**src/rtl/liu_sysif_pkg.sv**
```systemverilog
package liu_sysif_pkg;

    localparam int CFG_W  = 8;
    localparam int RSVD_W = 3;
    localparam int FLD_W  = CFG_W - RSVD_W;

    // Field order follows register bits 7..3
    typedef struct packed {
        logic single_rail;
        logic auto_ones;
        logic rx_fall;
        logic tx_rise;
        logic inv_pol;
    } liu_cfg_t;

    typedef enum logic [1:0] {
        TX_PASS   = 2'd0,
        TX_MARK_P = 2'd1,
        TX_MARK_N = 2'd2
    } tx_state_e;

endpackage

```
**src/rtl/liu_cfg_reg.sv**
```systemverilog
module liu_cfg_reg
    import liu_sysif_pkg::*;
(
    input  logic             clk,
    input  logic             rst_n,
    input  logic             we,
    input  logic [CFG_W-1:0] wdata,
    output logic [CFG_W-1:0] rdata,
    output liu_cfg_t         cfg
);

    logic [FLD_W-1:0] fields_q;

    always_ff @(posedge clk) begin
        if (!rst_n) begin
            fields_q <= '0;
        end else if (we) begin
            fields_q <= wdata[CFG_W-1:RSVD_W];
        end
    end

    assign rdata = {fields_q, {RSVD_W{1'b0}}};
    assign cfg   = liu_cfg_t'(fields_q);

    p_wr_readback_r2: assert property (@(posedge clk) disable iff (!rst_n)
        we |=> rdata[CFG_W-1:RSVD_W] == $past(wdata[CFG_W-1:RSVD_W]));

endmodule

```
**src/rtl/liu_tx_lane.sv**
```systemverilog
module liu_tx_lane
    import liu_sysif_pkg::*;
(
    input  logic     clk,
    input  logic     rst_n,
    input  liu_cfg_t cfg,
    input  logic     tclk_i,
    input  logic     pos_i,
    input  logic     neg_i,
    input  logic     los_i,
    output logic     line_pos_o,
    output logic     line_neg_o
);

    tx_state_e state_q, state_d;
    logic      tclk_q;
    logic      edge_w, force_w;
    logic      data_p, data_n;
    logic      pos_d, neg_d;

    always_ff @(posedge clk) begin
        if (!rst_n) tclk_q <= 1'b0;
        else        tclk_q <= tclk_i;
    end

    assign edge_w  = cfg.tx_rise ? (tclk_i & ~tclk_q) : (~tclk_i & tclk_q);
    assign force_w = cfg.auto_ones & los_i;
    assign data_p  = pos_i ^ cfg.inv_pol;
    assign data_n  = cfg.single_rail ? 1'b0 : (neg_i ^ cfg.inv_pol);

    // Next state and next outputs
    always_comb begin
        state_d = state_q;
        pos_d   = line_pos_o;
        neg_d   = line_neg_o;
        if (edge_w) begin
            if (!force_w) begin
                state_d = TX_PASS;
                pos_d   = data_p;
                neg_d   = data_n;
            end else begin
                unique case (state_q)
                    TX_MARK_P: begin
                        if (cfg.single_rail) begin
                            state_d = TX_MARK_P;
                            pos_d   = 1'b1;
                            neg_d   = 1'b0;
                        end else begin
                            state_d = TX_MARK_N;
                            pos_d   = 1'b0;
                            neg_d   = 1'b1;
                        end
                    end
                    TX_PASS, TX_MARK_N: begin
                        state_d = TX_MARK_P;
                        pos_d   = 1'b1;
                        neg_d   = 1'b0;
                    end
                    default: begin
                        state_d = TX_PASS;
                    end
                endcase
            end
        end
    end

    // State register
    always_ff @(posedge clk) begin
        if (!rst_n) state_q <= TX_PASS;
        else        state_q <= state_d;
    end

    // Output register
    always_ff @(posedge clk) begin
        if (!rst_n) begin
            line_pos_o <= 1'b0;
            line_neg_o <= 1'b0;
        end else begin
            line_pos_o <= pos_d;
            line_neg_o <= neg_d;
        end
    end

    p_tx_hold_r10: assert property (@(posedge clk) disable iff (!rst_n)
        !edge_w |=> $stable(line_pos_o) && $stable(line_neg_o));

    p_forced_mark_r7: assert property (@(posedge clk) disable iff (!rst_n)
        edge_w && force_w |=> line_pos_o || line_neg_o);

    p_alternate_r8: assert property (@(posedge clk) disable iff (!rst_n)
        edge_w && force_w && !cfg.single_rail && state_q == TX_MARK_P
        |=> line_neg_o && !line_pos_o);

endmodule

```
**src/rtl/liu_rx_lane.sv**
```systemverilog
module liu_rx_lane
    import liu_sysif_pkg::*;
(
    input  logic     clk,
    input  logic     rst_n,
    input  liu_cfg_t cfg,
    input  logic     rclk_i,
    input  logic     line_pos_i,
    input  logic     line_neg_i,
    output logic     rx_pos_o,
    output logic     rx_neg_o
);

    logic rclk_q, edge_w, neg_q;

    always_ff @(posedge clk) begin
        if (!rst_n) rclk_q <= 1'b0;
        else        rclk_q <= rclk_i;
    end

    assign edge_w = cfg.rx_fall ? (~rclk_i & rclk_q) : (rclk_i & ~rclk_q);

    always_ff @(posedge clk) begin
        if (!rst_n) begin
            rx_pos_o <= 1'b0;
            neg_q    <= 1'b0;
        end else if (edge_w) begin
            rx_pos_o <= line_pos_i ^ cfg.inv_pol;
            neg_q    <= line_neg_i ^ cfg.inv_pol;
        end
    end

    assign rx_neg_o = neg_q & ~cfg.single_rail;

    p_rx_hold_r4: assert property (@(posedge clk) disable iff (!rst_n)
        !edge_w |=> $stable(rx_pos_o));

endmodule

```
**src/rtl/liu_sysif.sv**
```systemverilog
module liu_sysif
    import liu_sysif_pkg::*;
#(
    parameter int NCH = 14
) (
    input  logic             clk,
    input  logic             rst_n,
    input  logic             cfg_we,
    input  logic [CFG_W-1:0] cfg_wdata,
    output logic [CFG_W-1:0] cfg_rdata,
    input  logic [NCH-1:0]   tclk_i,
    input  logic [NCH-1:0]   tx_pos_i,
    input  logic [NCH-1:0]   tx_neg_i,
    input  logic [NCH-1:0]   rlos_i,
    output logic [NCH-1:0]   line_tx_pos_o,
    output logic [NCH-1:0]   line_tx_neg_o,
    input  logic [NCH-1:0]   rclk_i,
    input  logic [NCH-1:0]   line_rx_pos_i,
    input  logic [NCH-1:0]   line_rx_neg_i,
    output logic [NCH-1:0]   rx_pos_o,
    output logic [NCH-1:0]   rx_neg_o
);

    liu_cfg_t cfg;

    liu_cfg_reg u_cfg (
        .clk   (clk),
        .rst_n (rst_n),
        .we    (cfg_we),
        .wdata (cfg_wdata),
        .rdata (cfg_rdata),
        .cfg   (cfg)
    );

    for (genvar ch = 0; ch < NCH; ch++) begin : g_ch
        liu_tx_lane u_tx (
            .clk        (clk),
            .rst_n      (rst_n),
            .cfg        (cfg),
            .tclk_i     (tclk_i[ch]),
            .pos_i      (tx_pos_i[ch]),
            .neg_i      (tx_neg_i[ch]),
            .los_i      (rlos_i[ch]),
            .line_pos_o (line_tx_pos_o[ch]),
            .line_neg_o (line_tx_neg_o[ch])
        );

        liu_rx_lane u_rx (
            .clk        (clk),
            .rst_n      (rst_n),
            .cfg        (cfg),
            .rclk_i     (rclk_i[ch]),
            .line_pos_i (line_rx_pos_i[ch]),
            .line_neg_i (line_rx_neg_i[ch]),
            .rx_pos_o   (rx_pos_o[ch]),
            .rx_neg_o   (rx_neg_o[ch])
        );
    end

endmodule

```
**config.mk**
```make
export PLATFORM = sky130hd
export DESIGN_NAME = liu_sysif
export DESIGN_NICKNAME = d
export VERILOG_FILES = /design/src/rtl/liu_sysif_pkg.sv /design/src/rtl/liu_cfg_reg.sv /design/src/rtl/liu_tx_lane.sv /design/src/rtl/liu_rx_lane.sv /design/src/rtl/liu_sysif.sv
export SDC_FILE = /design/constraint.sdc
export NUM_CORES = 1
export LEC_CHECK = 0
export BUFFER_PORTS_ARGS = -buffer_cell sky130_fd_sc_hd__buf_2
export CORE_MARGIN = 8
export CORE_UTILIZATION = 30
export CTS_BUF_LIST = sky130_fd_sc_hd__clkbuf_8 sky130_fd_sc_hd__clkbuf_16
export CTS_CLUSTER_SIZE = 25
export DETAILED_ROUTE_END_ITERATION = 10
export PLACE_DENSITY = 0.54
export SKIP_LAST_GASP = 1
export SYNTH_ARGS = -nofsm -noshare
export SYNTH_HDL_FRONTEND = slang
export SYNTH_SLANG_ARGS = --single-unit
```
**constraint.sdc**
```tcl
create_clock -name clk -period 4.3 [get_ports clk]
set_input_delay 0.645 -clock clk [delete_from_list [all_inputs] [get_ports clk]]
set_output_delay 0.645 -clock clk [all_outputs]
set_load 0.005 [all_outputs]
```
==> impl_metrics.yaml <==
outcome:
  status: "completed"
worst_setup_path:
  cp_max_fo: 28
  worstPathArrival_ns: 1.84
  slowest_stage: "dfxtp_2"
  r2r_start: "u_cfg.cfg[4]$_SDFFE_PN0P_"
  cp-startpoint: "u_cfg.cfg[4]$_SDFFE_PN0P_"
  max_stage_delay_ns: 0.78
  crit_chain: "buf_4 > nor2b_1 > buf_2"
  end_kind: "output pin"
  cp_data_required_time_ns: 3.65
  crit_type: "flop to output pin"
  worstSetupStartpointType: "flop"
power:
  p_switching_mw: 0.787
  p_leak_nw: 3.43
  switching_share_pct: 25.7
  p_per_area_mw_per_mm2: 383
  internal_power_mw: 2.27
  p_seq_share_pct: 39.7
  p_clk_share_pct: 47.9
  vdd_ir_drop_max_v: 0.000186
  power_frac_comb_pct: 12.4
  power_mw: 3.06
clock_network:
  postCtsSetupRepairBufs: 0
  clkTransAtPathRegs_ns: 0.06
  clock_latency_ns: 0.41
  cts_max_path_buffers: 2
  postCtsHoldBufs: 0
  cts-resized-gates: 0
  cts-buffers-inserted: 17
  h-tree-depth: 4
  clock_sinks: 117
  tritoncts: "done"
  cts_root_buf: "clkbuf_16"
place:
  placed_area_mm2: 0.00737
  gp_congestion: 0.732
  portBuffers: 166
  dpl.hpwl_um: 12300
timing:
  fin_tns_setup_ns: 0
  final_max_slew_viol_count: 0
  fmax_ghz: 0.403
  finClkSkew_ns: 0.00631
  worst_pin_slew_ns: 1.01
  period_minus_slack_ns: 2.48
  hold_violations: 0
  setup_viol: 0
  slew_headroom_pct: 32.3
  rsz0062_at_grt: "no"
  fin_crit_sh_pct: 57.7
synthesis:
  yosys.cell_types.count: 35
  synth_most_common_cell: "dfxtp_1"
  synthCells: 765
  ys_warn_count: 0
  synth_edf_count: 0
  synth_commonest_cells: "dfxtp_1, buf_4, nor3_1, xor2_1, a21oi_1"
  ys_seq_area_share_pct: 34.6
  synthFlopType: "dfxtp_1"
  ys_top_cells_by_area: "dfxtp_1, xor2_1, buf_4"
  async_reset_ff_share_pct: 0
  yosys.area.top_type_share_pct: 34.6
  netlist_area_mm2: 0.00677
  ys_ff_latch: 117
  synth_top_area_cell: "dfxtp_1"
  synth.avg_cell_area_um2: 8.85
drt:
  vias_per_cell: 4.88
  wl_um: 17900
  ant_nets: 0
  wire_per_inst_um: 15.6
  drt_iter0_drc: 275
  drc: 0
  vias: 5630
  firstDrtPassIters: 4
global_routing:
  grt_pass1_vias: 5502
  antenna_found_initial: 1
  grt_max_degree: 59
  grt_usage_pct: 12.7
  overflow: 0
  grt_pass1_wl_um: 28500
worst_hold_path:
  hold_class: "flop to flop"
  min_from: "g_ch[6].u_tx.line_neg_o$_SDFFE_PN0P_"
flow_run:
  maxCapViolCount: 0
finish:
  drive_above_1_share_pct: 27.1
  fin_area_mm2: 0.00798
  antenna_cells: 0
  fillers: 2290
  syn_to_final_growth_pct: 18.0
  nNetsFinal: 964
floorplanning:
  start_util_pct: 30.3
  fp.dieW_um: 166
  core_mm2: 0.0224
  die-height_um: 166
  num_io_pins: 173
  rows: 55
  die-area_mm2: 0.0276
[per-stage QoR]
step / setup slack [ns] / hold slack (ns) / utilization (%) / cells
6_report: 1.82 / 0.453 / 35.7 / 1153
3_3_place_gp: 1.90 / 0.447 / 33.0 / 1121
5_1_grt: 1.68 / 0.457 / 35.7 / 1153
4_1_cts: 1.74 / 0.439 / 35.7 / 1153
3_5_place_dp: 1.85 / 0.450 / 33.0 / 1121
2_1_floorplan: 2.31 / 0.439 / - / 767
[per-layer routing]
metal	wire length, um	vias to the layer above	global-route usage (%)	share of wire [%]
met5	10	-	0	0.056
met4	180	2	3.75	1.0
met3	1200	15	4.78	6.7
met2	8040	157	20.3	45
met1	8500	2579	15.7	47
li1	-	2877	-	-
[layout by cell type, fill, tap and decap left out, types with 2 or more instances in the layout]
master        n
o221ai_1     10
a211o_1       7
a21oi_1      54
nand3b_1     42
buf_4         5
nand2_1      37
and3b_1      19
dfxtp_1     113
or3b_2       15
o22ai_1       5
and3_1        2
clkinvlp_4    2
dfxtp_2       3
inv_1        12
nor3_1       56
mux2i_1      33
o21a_1        2
nand4b_1      9
xor2_1       56
clkbuf_16    18
a2111o_1      5
a211oi_1      2
clkbuf_8      7
and2_1       42
nor2_1        5
or3b_4       13
nand3_1      31
o211ai_1     23
conb_1        3
a221o_1       9
nor2b_1      19
buf_2       166
a32o_1        9
nand2b_1      9
nor3b_1      19
[registers in the layout, indices dropped and copies added (netlist names)]
register and cells:
g_ch.u_rx.neg_q 14, g_ch.u_rx.rclk_q 14, g_ch.u_rx.rx_pos_o 14, g_ch.u_tx.line_neg_o 14
g_ch.u_tx.line_pos_o 14, g_ch.u_tx.state_q 28, g_ch.u_tx.tclk_q 14, u_cfg.cfg 5
[critical path, delay by kind of cell (launching register included)]
| kind | cells | cell delay (ns) |
|---|---|---|
| buffers and inverters | 2 | 0.54 |
| and+or+nand+nor | 1 | 0.10 |
| DFF | 1 | 0.78 |
[power by group through the flow]
stage               Combinational [mW]  Sequential [mW]  Clock (mW)
global route                     0.425             1.23        1.56
global placement                 0.384             1.24           0
detailed placement               0.385             1.24           0
floorplan                        0.319             1.19           0
finish                           0.379             1.21        1.47
CTS                              0.387             1.22        1.52
[logic make-up (layout without fill, tap and decap cells)]
logic type,Yosys count,after routing,share of synthesized area [%]
xor+xnor,56,56,7.25
simple gates,319,319,30.0
compound gates,126,126,13.1
mux,33,33,4.88
flops,117,117,34.6
other cells,1,3,0.0554
buf+inv,113,214,10.1
[worst paths after layout]
| check | to | slack, ns | cells past startpoint |
|---|---|---|---|
| setup / recovery | rx_neg_o[7] | 1.82 | 3 |
| hold / removal | g_ch[6].u_tx.line_neg_o$_SDFFE_PN0P_ | 0.45 | 2 |
| setup reg to reg | g_ch[4].u_tx.line_neg_o$_SDFFE_PN0P_ | 2.29 | 4 |
| hold reg to reg | g_ch[6].u_tx.line_neg_o$_SDFFE_PN0P_ | 0.45 | 2 |
[cell type report]
cell class              instances  area, um2  share of cell area (%)
clock buffers                  25        547                    6.85
clock inverters                 7       66.3                   0.831
inverters                      11       41.3                   0.517
multi-input cells             537       3750                    47.0
flip-flops and latches        117       2350                    29.4
well taps                     285        357                    4.47
repair buffers                171        868                    10.9
No activity file was read; power rests on OpenSTA's default activity.
